File: config.mk
export PLATFORM = sky130hd
export DESIGN_NAME = qenc_position
export DESIGN_NICKNAME = d
export VERILOG_FILES = /design/src/rtl/qenc_pkg.sv /design/src/rtl/qenc_sync.sv /design/src/rtl/qenc_ctrl.sv /design/src/rtl/qenc_count.sv /design/src/rtl/qenc_position.sv
export SDC_FILE = /design/constraint.sdc
export NUM_CORES = 1
export LEC_CHECK = 0
export ABC_AREA = 1
export BUFFER_PORTS_ARGS = -buffer_cell sky130_fd_sc_hd__buf_2
export CAP_MARGIN = 0
export CORE_AREA = 5 5 42 44
export CTS_CLUSTER_DIAMETER = 40
export DETAILED_ROUTE_END_ITERATION = 6
export DIE_AREA = 0 0 47 49
export GPL_TIMING_DRIVEN = 0
export PLACE_DENSITY_LB_ADDON = 0.15
export SLEW_MARGIN = 20
export SYNTH_ARGS = -nofsm -noshare
export SYNTH_HDL_FRONTEND = slang
export SYNTH_SLANG_ARGS = --single-unit
File: constraint.sdc
create_clock -name clk -period 1.1 [get_ports clk]
set_input_delay 0.22 -clock clk [delete_from_list [all_inputs] [get_ports clk]]
set_output_delay 0.22 -clock clk [all_outputs]
set_load 0.1 [all_outputs]
File: src/rtl/qenc_pkg.sv
package qenc_pkg;
  // Step request from the control module to the counter datapath
  typedef struct packed {
    logic step;  // advance the count this cycle
    logic up;    // direction of this step
  } stepCmd_t;

  localparam int CH_C = 0;
  localparam int CH_D = 1;
  localparam int NUM_CH = 2;
endpackage

File: src/rtl/qenc_sync.sv
module qenc_sync #(
  parameter int CHANNELS = 2,
  parameter int STAGES   = 2
) (
  input  logic                clk,
  input  logic                rst,
  input  logic [CHANNELS-1:0] rawIn,
  output logic [CHANNELS-1:0] level,
  output logic [CHANNELS-1:0] rise
);
  localparam int LAST = STAGES - 1;

  for (genvar ch = 0; ch < CHANNELS; ch++) begin : g_chan
    logic [STAGES-1:0] chain;
    logic              prevLevel;

    if (STAGES == 1) begin : g_one
      always_ff @(posedge clk) begin
        if (rst) chain <= '0;
        else     chain <= rawIn[ch];
      end
    end else begin : g_many
      always_ff @(posedge clk) begin
        if (rst) chain <= '0;
        else     chain <= {chain[STAGES-2:0], rawIn[ch]};
      end
    end

    always_ff @(posedge clk) begin
      if (rst) prevLevel <= 1'b0;
      else     prevLevel <= chain[LAST];
    end

    assign level[ch] = chain[LAST];
    assign rise[ch]  = chain[LAST] & ~prevLevel;
  end
endmodule

File: src/rtl/qenc_ctrl.sv
module qenc_ctrl
  import qenc_pkg::*;
(
  input  logic              clk,
  input  logic              rst,
  input  logic [NUM_CH-1:0] level,
  input  logic [NUM_CH-1:0] rise,
  output stepCmd_t          cmd,
  output logic              dirFlag
);
  logic stepDir;

  // A rising C edge takes the D level as the new direction at once
  assign stepDir  = rise[CH_C] ? level[CH_D] : dirFlag;
  assign cmd.up   = stepDir;
  assign cmd.step = rise[CH_C] | rise[CH_D];

  always_ff @(posedge clk) begin
    if (rst)             dirFlag <= 1'b1;
    else if (rise[CH_C]) dirFlag <= level[CH_D];
  end
endmodule

File: src/rtl/qenc_count.sv
module qenc_count
  import qenc_pkg::*;
#(
  parameter int WIDTH = 4
) (
  input  logic             clk,
  input  logic             rst,
  input  stepCmd_t         cmd,
  output logic [WIDTH-1:0] count,
  output logic             valid
);
  logic [WIDTH-1:0] onesBelow;
  logic [WIDTH-1:0] zerosBelow;
  logic [WIDTH-1:0] toggleMask;

  assign onesBelow[0]  = 1'b1;
  assign zerosBelow[0] = 1'b1;

  for (genvar i = 1; i < WIDTH; i++) begin : g_prefix
    assign onesBelow[i]  = onesBelow[i-1] & count[i-1];
    assign zerosBelow[i] = zerosBelow[i-1] & ~count[i-1];
  end

  for (genvar i = 0; i < WIDTH; i++) begin : g_toggle
    assign toggleMask[i] = cmd.up ? onesBelow[i] : zerosBelow[i];
  end

  always_ff @(posedge clk) begin
    if (rst) begin
      count <= '0;
      valid <= 1'b0;
    end else begin
      valid <= cmd.step;
      if (cmd.step) count <= count ^ toggleMask;
    end
  end
endmodule

File: src/rtl/qenc_position.sv
module qenc_position
  import qenc_pkg::*;
#(
  parameter int COUNT_W     = 4,
  parameter int SYNC_STAGES = 2
) (
  input  logic               clk,
  input  logic               rst,
  input  logic               encC,
  input  logic               encD,
  output logic [COUNT_W-1:0] position,
  output logic               dirUp,
  output logic               countValid
);
  logic [NUM_CH-1:0] rawIn;
  logic [NUM_CH-1:0] chLevel;
  logic [NUM_CH-1:0] chRise;
  stepCmd_t          stepCmd;

  assign rawIn[CH_C] = encC;
  assign rawIn[CH_D] = encD;

  qenc_sync #(.CHANNELS(NUM_CH), .STAGES(SYNC_STAGES)) sync_i (
    .clk(clk), .rst(rst), .rawIn(rawIn), .level(chLevel), .rise(chRise)
  );

  qenc_ctrl ctrl_i (
    .clk(clk), .rst(rst), .level(chLevel), .rise(chRise),
    .cmd(stepCmd), .dirFlag(dirUp)
  );

  qenc_count #(.WIDTH(COUNT_W)) count_i (
    .clk(clk), .rst(rst), .cmd(stepCmd), .count(position), .valid(countValid)
  );
endmodule

==> impl_metrics.ini <==
[timing]
rsz0062_at_grt = true
slew_headroom_pct = 78.2
post-route-min-period_ns = 1.08
setup_slack_ns = 0.0173
skew_ns = 0.00123
finalCritPeriodShare_pct = 98.4
setup-violations-final = 0
worstMarginPinSlew_ns = 0.327
hold_violations = 0
fmax_mhz = 924
drv_slew = 0

[worst_setup_path]
cpMaxStageDelayCell = dfxtp_4
rrSetupSlack_ns = 0.03
critPathLaunchType = register
critPathMaxFanout = 4
cp_top_family = flip-flops
cp.buffers_inverters = 1
r2r_start = count_i.count[1]$_SDFFE_PP0P_
reg2reg_to = count_i.count[1]$_SDFFE_PP0P_
crit_required_ns = 0.88
critical_path.endpoint_type = output port
slowest_delay_ns = 0.39
reg2reg_depth = 7
setup.worst_path.class = reg2out
cp.depth = 1
worstPathArrival_ns = 0.86
crit_chain = buf_8

[layout]
drive_gt1_share_pct = 36.9
nNetsFinal = 89
synthToLayoutAreaGrowth_pct = 42.9
diodes = 0
fin_cells = 100

[grt]
grt_pass1_vias = 415
grt_pass1_wl_um = 1700
grtUsageTotal_pct = 10.2
grt_antenna_before_repair = 0
grt_max_degree = 9
grt.overflow.total = 0

[routing]
drc = 0
antenna_left = 0
drtPass1Iterations = 2
drt_first_iter_violations = 3
vias = 443
wl_per_cell_um = 9.43
finalWirelength_um = 943
via_per_inst = 4.43

[outcome]
run_status = finished, final reports clean

[floorplanning]
io_pins = 10
fp.dieH_um = 49
die_width_um = 47
die_area_um2 = 2300
core-area_um2 = 1400
start_util_pct = 35.4
rows = 14

[clocking]
h-tree-depth = 1
ctsHoldBuffers = 0
cts_inserted_buffers = 3
path_clk_slew_ns = 0.08
clock-sinks = 12
cts_buffer_depth = 2
root_buffer = clkbuf_4
clk_latency_ns = 0.27
cts_tree = yes

[logic_synthesis]
yosys_most_used_dff = dfxtp_1
netlist_area_um2 = 495
synth_most_common_cell = inv_1
async_flop_share_pct = 0
yosysTopAreaCellShare_pct = 48.5
yosysTopAreaCell = dfxtp_1
synth_area_leaders = dfxtp_1, inv_1, nand2_1
synth-edff-count = 0
synthDistinctLibCells = 15
yosysSeqAreaShare_pct = 48.5
ys_ff_latch = 12
synthCells = 71
synth_common_cells = inv_1, nand2_1, dfxtp_1
synth_nets = 75
yosys_warnings = 0
syn_area_per_cell_um2 = 6.98

[place]
dp.cells = 95
post-place-ws_ns = -0.0111
place_congestion = 0.658
dp_hpwl_um = 658
portBuffers = 8

[worst_hold_path]
hold-path-cell-count = 3
hold_path.class = in2reg
min_from = encD
min_to = sync_i.g_chan[1].chain[0]$_SDFF_PP0_

[power_and_ir_drop]
p_leak_nw = 0.352
ir_worst_vdd_mv = 0.789
powerDensity_nw_per_um2 = 1490

[job]
cap_violations = 0
-- layer usage --
layer | part of all wire, % | GRT usage, % | up-vias | routed length [um]
met5 | 0 | 0 | - | 0
met4 | 2.8 | 6.91 | 0 | 26
met3 | 4.5 | 2.21 | 4 | 42
met2 | 44 | 13.6 | 9 | 415
met1 | 49 | 14.0 | 190 | 458
li1 | - | - | 240 | -
-- report_power, final --
group          switching, mW  leakage (nW)  internal (mW)  total [mW]
Sequential            0.0236         0.102          0.454       0.477
Combinational          0.150         0.228         0.0730       0.223
Clock                  0.155        0.0210          0.201       0.356
Total                  0.328         0.352          0.728        1.06
-- registers in the layout (all words and copies together), names as in the netlist --
name	cells
sync_i.g_chan.chain	4
count_i.count	4
sync_i.g_chan.prevLevel	2
ctrl_i.dirFlag	1
count_i.valid	1
-- through the flow --
stage / total power [mW] / instance area (um2) / util [%] / setup TNS, ns / hold slack, ns
finish: 1.06 / 708 / 50.5 / 0 / 0.142
global route: 1.12 / 708 / 50.5 / -0.110 / 0.154
CTS: 1.05 / 669 / 47.8 / -0.00348 / 0.136
detailed placement: 0.666 / 578 / 41.3 / -0.0111 / 0.397
global placement: 0.664 / 578 / 41.3 / -0.0212 / 0.389
floorplan: 0.637 / 518 / - / -0.112 / 0.327
-- worst max-delay path by stage --
stage | start | end | slack [ns]
finish | count_i.count[1]$_SDFFE_PP0P_ | position[1] | 0.02
global route | sync_i.g_chan[1].chain[1]$_SDFF_PP0_ | count_i.count[1]$_SDFFE_PP0P_ | -0.07
CTS | count_i.count[0]$_SDFFE_PP0P_ | position[0] | -0.003
detailed placement | sync_i.g_chan[1].chain[1]$_SDFF_PP0_ | count_i.count[1]$_SDFFE_PP0P_ | -0.01
global placement | sync_i.g_chan[1].chain[1]$_SDFF_PP0_ | count_i.count[1]$_SDFFE_PP0P_ | -0.02
floorplan | count_i.count[1]$_SDFFE_PP0P_ | count_i.count[1]$_SDFFE_PP0P_ | -0.08
-- what timing repair did --
| item | in CTS | in global routing |
|---|---|---|
| setup endpoints to repair | 7 | 7 |
| gates resized for setup | 18 | 10 |
| pin swaps | 2 | 5 |
| buffers inserted | 0 | 1 |
-- cells in the final DEF, fill, tap and decap left out, types with 2 or more instances in the layout --
master,n
inv_1,13
nand2_1,11
nor2_1,9
nand3_1,8
inv_2,4
dfxtp_4,4
dfxtp_2,4
dfxtp_1,4
clkbuf_4,3
buf_6,3
buf_8,3
nand2_4,2
nand2_2,2
a21oi_1,2
o21ai_0,2
buf_2,2
-- logic make-up (layout without fill, tap and decap cells) --
kind of cell | Yosys count | count (layout) | synth area share [%]
flops | 12 | 12 | 48.5
compound gates | 6 | 6 | 6.82
buf+inv | 18 | 31 | 13.6
simple gates | 35 | 35 | 31.1
-- layout make-up --
type / count / area, um2
fillers: 142 / 693
well taps: 16 / 20.0
flip-flops and latches: 12 / 260
repair buffers: 9 / 109
plain buffers: 1 / 3.75
clock buffers: 4 / 36.3
inverters: 17 / 63.8
multi-input cells: 41 / 215
Power figures use the tool's default switching activity.
